<file path="src/rtl/gray_pkg.sv">
package gray_pkg;

   // number of stages needed for a given output width
   function automatic int stage_count(input int width);
      return (width + 1) / 2;
   endfunction

   // width of the topmost stage: 2 for even widths, 1 for odd
   function automatic int last_width(input int width);
      return width - 2 * (((width + 1) / 2) - 1);
   endfunction

   // one step of a two-bit reversible stage
   function automatic logic [1:0] step2(input logic [1:0] cur, input logic rev);
      if (rev)
         return {~cur[0], cur[1]};
      else
         return {cur[0], ~cur[1]};
   endfunction

   // end point of a two-bit stage for its current direction
   function automatic logic [1:0] end2(input logic rev);
      return rev ? 2'b00 : 2'b10;
   endfunction

endpackage

</file>
<file path="src/rtl/gray_stage.sv">
module gray_stage
   import gray_pkg::*;
#(
   parameter int SW = 2
) (
   input  logic          clk,
   input  logic          rst,
   input  logic          act,
   input  logic          wrap,
   output logic [SW-1:0] code_o,
   output logic          at_end_o,
   output logic          rev_o
);

   logic [SW-1:0] code_q;
   logic [SW-1:0] code_nx;
   logic          rev_q;
   logic          at_end;

   generate
      if (SW != 1 && SW != 2) begin : g_bad_sw
         $error("gray_stage: SW must be 1 or 2");
      end

      if (SW == 2) begin : g_two
         always_comb begin
            code_nx = step2(code_q, rev_q);
            at_end  = (code_q == end2(rev_q));
         end
      end else begin : g_one
         always_comb begin
            code_nx = ~code_q;
            at_end  = (code_q == {SW{~rev_q}});
         end
      end
   endgenerate

   always_ff @(posedge clk) begin
      if (rst || wrap) begin
         code_q <= '0;
         rev_q  <= 1'b0;
      end else if (act) begin
         if (at_end)
            rev_q <= ~rev_q;
         else
            code_q <= code_nx;
      end
   end

   assign code_o   = code_q;
   assign at_end_o = at_end;
   assign rev_o    = rev_q;

endmodule

</file>
<file path="src/rtl/gray_end_chain.sv">
module gray_end_chain #(
   parameter int N = 3
) (
   input  logic         en,
   input  logic [N-1:0] at_end,
   output logic [N-1:0] act,
   output logic         wrap
);

   generate
      if (N < 1) begin : g_bad_n
         $error("gray_end_chain: N must be at least 1");
      end
      for (genvar i = 0; i < N; i++) begin : g_link
         if (i == 0) begin : g_first
            assign act[i] = en;
         end else begin : g_next
            assign act[i] = act[i-1] & at_end[i-1];
         end
      end
   endgenerate

   assign wrap = act[N-1] & at_end[N-1];

endmodule

</file>
<file path="src/rtl/gray_ripple_counter.sv">
module gray_ripple_counter
   import gray_pkg::*;
#(
   parameter int WIDTH = 6
) (
   input  logic             clk,
   input  logic             rst,
   input  logic             en,
   output logic [WIDTH-1:0] code
);

   localparam int NSTG   = stage_count(WIDTH);
   localparam int LAST_W = last_width(WIDTH);

   logic [NSTG-1:0] at_end;
   logic [NSTG-1:0] act;
   logic [NSTG-1:0] stage_rev;
   logic            wrap;

   generate
      if (WIDTH < 2 || WIDTH > 32) begin : g_bad_width
         $error("gray_ripple_counter: WIDTH must lie in 2..32");
      end

      for (genvar i = 0; i < NSTG; i++) begin : g_stage
         localparam int SW = (i == NSTG - 1) ? LAST_W : 2;
         gray_stage #(.SW(SW)) u_stage (
            .clk      (clk),
            .rst      (rst),
            .act      (act[i]),
            .wrap     (wrap),
            .code_o   (code[2*i +: SW]),
            .at_end_o (at_end[i]),
            .rev_o    (stage_rev[i])
         );
      end
   endgenerate

   gray_end_chain #(.N(NSTG)) u_chain (
      .en     (en),
      .at_end (at_end),
      .act    (act),
      .wrap   (wrap)
   );

endmodule

</file>
<file path="config.mk">
export PLATFORM = sky130hd
export DESIGN_NAME = gray_ripple_counter
export DESIGN_NICKNAME = d
export VERILOG_FILES = /design/src/rtl/gray_pkg.sv /design/src/rtl/gray_stage.sv /design/src/rtl/gray_end_chain.sv /design/src/rtl/gray_ripple_counter.sv
export SDC_FILE = /design/constraint.sdc
export NUM_CORES = 1
export LEC_CHECK = 0
export ABC_AREA = 0
export CAP_MARGIN = 10
export CORE_AREA = 2 2 39 41
export CTS_CLUSTER_SIZE = 25
export DETAILED_ROUTE_END_ITERATION = 8
export DIE_AREA = 0 0 41 43
export DONT_BUFFER_PORTS = 1
export SYNTH_ARGS = -nofsm -noshare
export SYNTH_HDL_FRONTEND = slang
export SYNTH_SLANG_ARGS = --single-unit
</file>
<file path="constraint.sdc">
create_clock -name clk -period 2.2 [get_ports clk]
set_clock_uncertainty 0.15 [all_clocks]
set_input_delay 0.33 -clock clk [delete_from_list [all_inputs] [get_ports clk]]
set_output_delay 0.33 -clock clk [all_outputs]
set_load 0.01 [all_outputs]
</file>
==> metrics.md, run 1 <==
| Metric | Value |
|---|---|
| Crit share post-route | `0.876` |
| Syn nets | `51` |
| DRC | `0` |
| ANT nets after route | `0` |
| Die X | `41 um` |
| Endpoint class of the critical path | `flop` |
| Hold Buf Count CTS | `1` |
| DIE AREA | `0.00176 mm2` |
| GRT overflow | `0` |
| Post-synthesis register bit count | `9` |
| Final nets | `56` |
| Wire per inst | `11.7 um` |
| Post-Syn Area per Cell | `8.81 um2` |
| Vias in the first global route | `323` |
| Mapped Area | `423 um2` |
| Hold Path Stages | `2` |
| Via density | `5.03` |
| Synth Area in Simple Gates | `0.237` |
| CP Max Fanout | `6` |
| Multiplexer share of the synthesized area | `0.0947` |
| Post-synth top area cell | `dfxtp_1` |
| Final core area utilization | `0.344` |
| Setup bufs post-CTS | `0` |
| Initial antenna violation count | `0` |
| Number of flops mapped to enable cells by yosys | `0` |
| Most frequent cell after synthesis | `dfxtp_1` |
| Post-synthesis async set-or-reset flop share | `0` |
| FF-to-FF End | `g_stage[2].u_stage.code_o[1]` |
| Synth unique cells | `22` |
| Top_reg_cell synth | `dfxtp_1` |
| Max VDD drop | `0.000322 V` |
| First-pass GRT wire length | `1300 um` |
| Placeable Area | `0.00138 mm2` |
| Slew HR | `0.722` |
| Synth top cells by count | `dfxtp_1, nor2_1, mux2i_1` |
| Register area | `180 um2` |
| Hold wc startpoint | `en` |
| Number of inserted diodes | `0` |
| TritonCTS Buffers | `3` |
| Overall global routing resource usage | `0.116` |
| Status | `complete, no violations` |
| Routability cong. | `0.673` |
| Leakage power | `0.000188 uW` |
| Worst path required time | `2240 ps` |
| # fillers | `149` |
| CTS Root Buffer Type | `clkbuf_4` |
| Drt initial violations | `4` |
| Share of layout cells above drive strength 1 | `0.0769` |
| Max cap viols | `0` |
| Synth top area share | `0.426` |
| Cts repair resizes | `0` |
| Power per standard cell area | `756 mW/mm2` |
| Cells after Synth | `48` |
| CTS Buffer Depth | `2` |
| Worst setup path start | `g_stage[0].u_stage.code_o[0]` |
| Count of final max-slew check failures | `0` |
| Main combinational cell family by area after synthesis | `simple AND/OR/NAND/NOR gates` |
| Final setup violation count | `0` |
| CP Class | `flop to flop` |
| Setup TNS | `0 ps` |
| IO buf count | `0` |
| Final Routed Wirelength | `794 um` |
| Total power | `360 uW` |
| Clk_lat worst skew | `260 ps` |
| Num rows | `14` |
| FF-to-FF setup slack | `270 ps` |
| Worst r2r src | `g_stage[0].u_stage.code_o[0]` |
| Multi-input gate area | `229 um2` |
| Largest cells by area after synthesis | `dfxtp_1, mux2i_1, xnor2_1` |
| Post-Synth Adder-Cell Area | `0` |
| CTS HTree Levels | `1` |
| # IOs | `9` |
| Hold Crit Class | `primary input to flop` |
| Shortest period the worst path allows | `1930 ps` |
| CTS sink cnt | `9` |
| Clk pin slew, worst setup/hold paths | `60 ps` |
| DR vias | `342` |
| Drt first pass iters | `2` |
| Worst Setup Start Kind | `flop` |
| Yosys warns | `0` |
| Worst Max-Slew Pin Slew | `414 ps` |
| Worst Reg2Reg Path Length in Cells | `4` |
| DIE HEIGHT | `43 um` |
| Post-synthesis compound-gate area fraction | `0.127` |
| Area grow syn2layout | `12.7%` |
| CTS tree | `yes` |
| Critical path data arrival time | `1970 ps` |
| Achievable Freq | `519 MHz` |
| Final hold vios | `0` |
| Hold Path Sink | `g_stage[0].u_stage.code_o[0]` |
| Initial core utilization | `0.306` |
| Pin count of the biggest net entering global routing | `10` |
| Post-Synth XOR/XNOR Area | `0.0828` |
| RSZ-0062 raised after global routing | `false` |
| Post-synthesis sequential area ratio | `0.426` |
-- cells in the final DEF (no fill, tap or decap), types with 2 or more instances in the layout --
cell / synthesis / final
dfxtp_1: 9 / 9
nor2_1: 5 / 5
mux2i_1: 4 / 4
xnor2_1: 3 / 3
nor2b_1: 3 / 3
nand2_1: 3 / 3
o21ai_0: 3 / 3
a21oi_1: 3 / 3
clkbuf_4: 0 / 3
nor3_1: 2 / 2
-- where the power goes --
group | leakage (uW) | switching, uW | internal [uW]
registers | 0.0000733 | 14.2 | 173
clock network | 0.0000150 | 59.9 | 70.0
logic | 0.0000998 | 21.7 | 21.4
-- cells by family after synthesis --
group | after synthesis
and+or+nand+nor | 19
AOI/OAI and AO/OA | 9
buffers and inverters | 3
muxes | 4
xor gates and xnor gates | 4
DFF | 9
-- metal layers --
layer / track usage / vias to the layer above / wire (um)
li1: - / 175 / -
met1: 0.129 / 156 / 372
met2: 0.153 / 7 / 352
met3: 0.0419 / 4 / 41
met4: 0.120 / 0 / 27
met5: 0 / - / 0
-- registers in the layout (all words and copies together), names as in the netlist --
name                    count
g_stage.u_stage.code_o      6
g_stage.u_stage.rev_o       3
-- worst max-delay path, cell delays in order, from the launching register on --
cell and delay (ps):
dfxtp_1 360, nand2b_1 180, or4_1 620, or3b_1 420, a21oi_1 120
-- metrics by stage --
step | area [um2] | setup WS (ps) | std cells | hold WS [ps]
final | 477 | 273 | 68 | 85.4
after CTS | 477 | 275 | 68 | 83.6
after detailed placement | 440 | 301 | 63 | 253
after global placement | 440 | 315 | 63 | 251
after global routing | 477 | 217 | 68 | 107
after floorplan | 423 | 382 | 48 | 328
-- cell type report --
class | instances | share of cell area
Multi-Input combinational cell | 36 | 0.480
Inverter | 1 | 0.00787
Tap cell | 16 | 0.0420
Clock buffer | 4 | 0.0551
Sequential cell | 9 | 0.378
Timing Repair Buffer | 2 | 0.0367
-- how the worst max path moves through the flow --
stage	endpoint	slack [ps]	cells after the start
6_report	g_stage[2].u_stage.code_o[1]	270	4
5_1_grt	g_stage[2].u_stage.code_o[1]	220	4
4_1_cts	g_stage[2].u_stage.code_o[1]	280	4
3_5_place_dp	g_stage[2].u_stage.code_o[1]	300	4
3_3_place_gp	g_stage[2].u_stage.code_o[1]	310	4
2_1_floorplan	g_stage[2].u_stage.code_o[1]	380	5
(Power assumes the default switching activity.)
==> run 2: changes to the inputs <==
--- a/config.mk
+++ b/config.mk
@@ -11,7 +11,7 @@
 export CTS_CLUSTER_SIZE = 25
 export DETAILED_ROUTE_END_ITERATION = 8
 export DIE_AREA = 0 0 41 43
-export DONT_BUFFER_PORTS = 1
 export SYNTH_ARGS = -nofsm -noshare
 export SYNTH_HDL_FRONTEND = slang
+export SYNTH_HIERARCHICAL = 1
 export SYNTH_SLANG_ARGS = --single-unit
==> metrics.md, run 2 <==
| Metric | Value |
|---|---|
| TritonCTS Buffers | `3 (unchanged)` |
| Post-Synth XOR/XNOR Area | `0.0550 (-0.0279)` |
| Power per standard cell area | `565 mW/mm2 (-25%)` |
| Yosys warns | `6 (+6)` |
| Post-Synth Adder-Cell Area | `0 (unchanged)` |
| Max cap viols | `0 (unchanged)` |
| RSZ-0062 raised after global routing | `false` |
| Via density | `4.66 (-7.4%)` |
| Multiplexer share of the synthesized area | `0.188 (+0.0938)` |
| Post-synth top area cell | `dfxtp_1` |
| Vias in the first global route | `286 (-11%)` |
| CTS sink cnt | `9 (unchanged)` |
| Synth top cells by count | `dfxtp_1, mux2i_1, nor3_2` |
| Die X | `41 um (unchanged)` |
| Area grow syn2layout | `24.9%` |
| Synth top area share | `0.377 (-0.0491)` |
| CP max stage cell | `clkdlybuf4s50_1` |
| Num rows | `14 (unchanged)` |
| IO buf count | `8 (+8)` |
| CP Max Fanout | `5 (-1)` |
| Max VDD drop | `0.000393 V (+22%)` |
| Setup bufs post-CTS | `0 (unchanged)` |
| CTS HTree Levels | `1 (unchanged)` |
| Initial core utilization | `0.345 (+0.0398)` |
| Worst Max-Slew Pin Slew | `454 ps (+39.6 ps)` |
| CP Class | `flop to output port` |
| Crit-path leading delay family | `buffers and inverters` |
| Routability cong. | `0.685 (+1.8%)` |
| CTS Buffer Depth | `2 (unchanged)` |
| Overall global routing resource usage | `0.101 (-0.0152)` |
| Final setup violation count | `0 (unchanged)` |
| Achievable Freq | `571 MHz (+9.9%)` |
| Number of inserted diodes | `0 (unchanged)` |
| Synth Area in Simple Gates | `0.340 (+0.104)` |
| Critical path cell sequence | `clkdlybuf4s50_1` |
| Synth unique cells | `13 (-41%)` |
| Initial antenna violation count | `0 (unchanged)` |
| Worst hold slack | `426 ps (+341 ps)` |
| GRT overflow | `0 (unchanged)` |
| DRC | `0 (unchanged)` |
| Cts repair resizes | `0 (unchanged)` |
| Share of layout cells above drive strength 1 | `0.246 (+0.169)` |
| Drt first pass iters | `1 (-1)` |
| Hold Buf Count CTS | `0 (-1)` |
| Leakage power | `0.000230 uW (+22%)` |
| Post-synthesis compound-gate area fraction | `0 (-0.127)` |
| Post-DP HPWL | `556 um` |
| Worst path max stage delay | `580 ps (-40 ps)` |
| DR vias | `340 (-0.58%)` |
| Wire per inst | `9.88 um (-15%)` |
| Post-synthesis async set-or-reset flop share | `0 (unchanged)` |
| Post-synthesis register bit count | `9 (unchanged)` |
| Setup TNS | `0 ps (unchanged)` |
| Cells after Synth | `46 (-4.2%)` |
| Largest cells by area after synthesis | `dfxtp_1, mux2i_1, nor3_2` |
| Slew HR | `0.696 (-0.0254)` |
| Number of flip-flops under the largest register name | `6 (unchanged)` |
| Worst path required time | `1720 ps (-520 ps)` |
| DIE AREA | `0.00176 mm2 (unchanged)` |
| CTS tree | `yes` |
| Endpoint class of the critical path | `output port` |
| Mapped Area | `478 um2 (+13%)` |
| Main combinational cell family by area after synthesis | `simple AND/OR/NAND/NOR gates` |
| Final hold vios | `0 (unchanged)` |
| Syn nets | `49 (-3.9%)` |
| Clk pin slew, worst setup/hold paths | `60 ps (about the same)` |
| Final nets | `61 (+8.9%)` |
| Count of final max-slew check failures | `0 (unchanged)` |
| Status | `complete, no violations` |
| Shortest period the worst path allows | `1750 ps (-174 ps)` |
| Top_reg_cell synth | `dfxtp_1` |
| Pin count of the biggest net entering global routing | `10 (unchanged)` |
| Post-Syn Area per Cell | `10.4 um2 (+18%)` |
| CTS Root Buffer Type | `clkbuf_4` |
| Crit share post-route | `0.797 (-0.0791)` |
| Number of flops mapped to enable cells by yosys | `0 (unchanged)` |
| # IOs | `9 (unchanged)` |
| Total power | `337 uW (-6.3%)` |
| Hold Crit Class | `flop to flop` |
| Placeable Area | `0.00138 mm2 (unchanged)` |
| DIE HEIGHT | `43 um (unchanged)` |
| Worst Setup Start Kind | `flop` |
| Drt initial violations | `0 (-4)` |
| Post-synthesis sequential area ratio | `0.377 (-0.0491)` |
| First-pass GRT wire length | `1120 um (-14%)` |
| Buf/Inv on CP | `1 (+1)` |
| Clk_lat worst skew | `250 ps (about the same)` |
| Highest-count cells in the layout ignoring fill and taps | `mux2i_1, dfxtp_1, clkdlybuf4s50_1, nor3_2` |
| ANT nets after route | `0 (unchanged)` |
| Final Routed Wirelength | `721 um (-9.2%)` |
| Critical path data arrival time | `1270 ps (-700 ps)` |
[run 2: changes by cell type after synthesis, moves of 2 or more]
cell     delta
nor2b_4     +3
a21oi_1     -3
o21ai_0     -3
nor2b_1     -3
nor2_1      -2
inv_1       +2
nor3_2      +6
mux2i_1     +5
[run 2: routing by layer]
metal	up-vias	global-route usage	share of wire
li1	178	-	-
met1	152	0.106	0.47
met2	6	0.144	0.45
met3	4	0.0157	0.021
met4	0	0.120	0.055
met5	-	0	0
[run 2: layout make-up]
class                           count  area [um2]
Multi-Input combinational cell     33         279
Timing Repair Buffer                8        80.1
Tap cell                           16        20.0
Fill cell                         150         787
Inverter                            3        11.3
Clock buffer                        4        26.3
Sequential cell                     9         180
[run 2: worst paths after layout]
path	from	end	slack, ps	cells past startpoint
worst max-delay path	g_stage[2].u_stage/code_o[0]	code[4]	450	1
worst min-delay path	g_stage[2].u_stage/rev_o	g_stage[2].u_stage/rev_o	430	2
worst max register to register	g_stage[0].u_stage/code_o[1]	g_stage[2].u_stage/rev_o	670	6
worst min register to register	g_stage[2].u_stage/rev_o	g_stage[2].u_stage/rev_o	430	2
[run 2: kinds of logic (layout without fill, tap and decap cells)]
| kind of cell | Yosys count | in the layout |
|---|---|---|
| buffers and inverters | 4 | 15 |
| xor gates and xnor gates | 3 | 3 |
| muxes | 9 | 9 |
| DFF | 9 | 9 |
| and+or+nand+nor | 21 | 21 |
[run 2: report_power, final]
| part | total (uW) | internal [uW] | leakage [uW] | switching, uW |
|---|---|---|---|---|
| logic | 38.4 | 22.0 | 0.000142 | 16.4 |
| clock network | 124 | 69.7 | 0.0000150 | 54.5 |
| registers | 175 | 168 | 0.0000730 | 6.79 |
[run 2: stage by stage]
step / utilization / cell area (um2) / cells / worst slack (ps)
finish: 0.431 / 597 / 73 / 447
global route: 0.431 / 597 / 73 / 394
CTS: 0.431 / 597 / 73 / 429
detailed placement: 0.412 / 571 / 69 / 376
global placement: 0.412 / 571 / 69 / 375
floorplan: - / 478 / 46 / 729
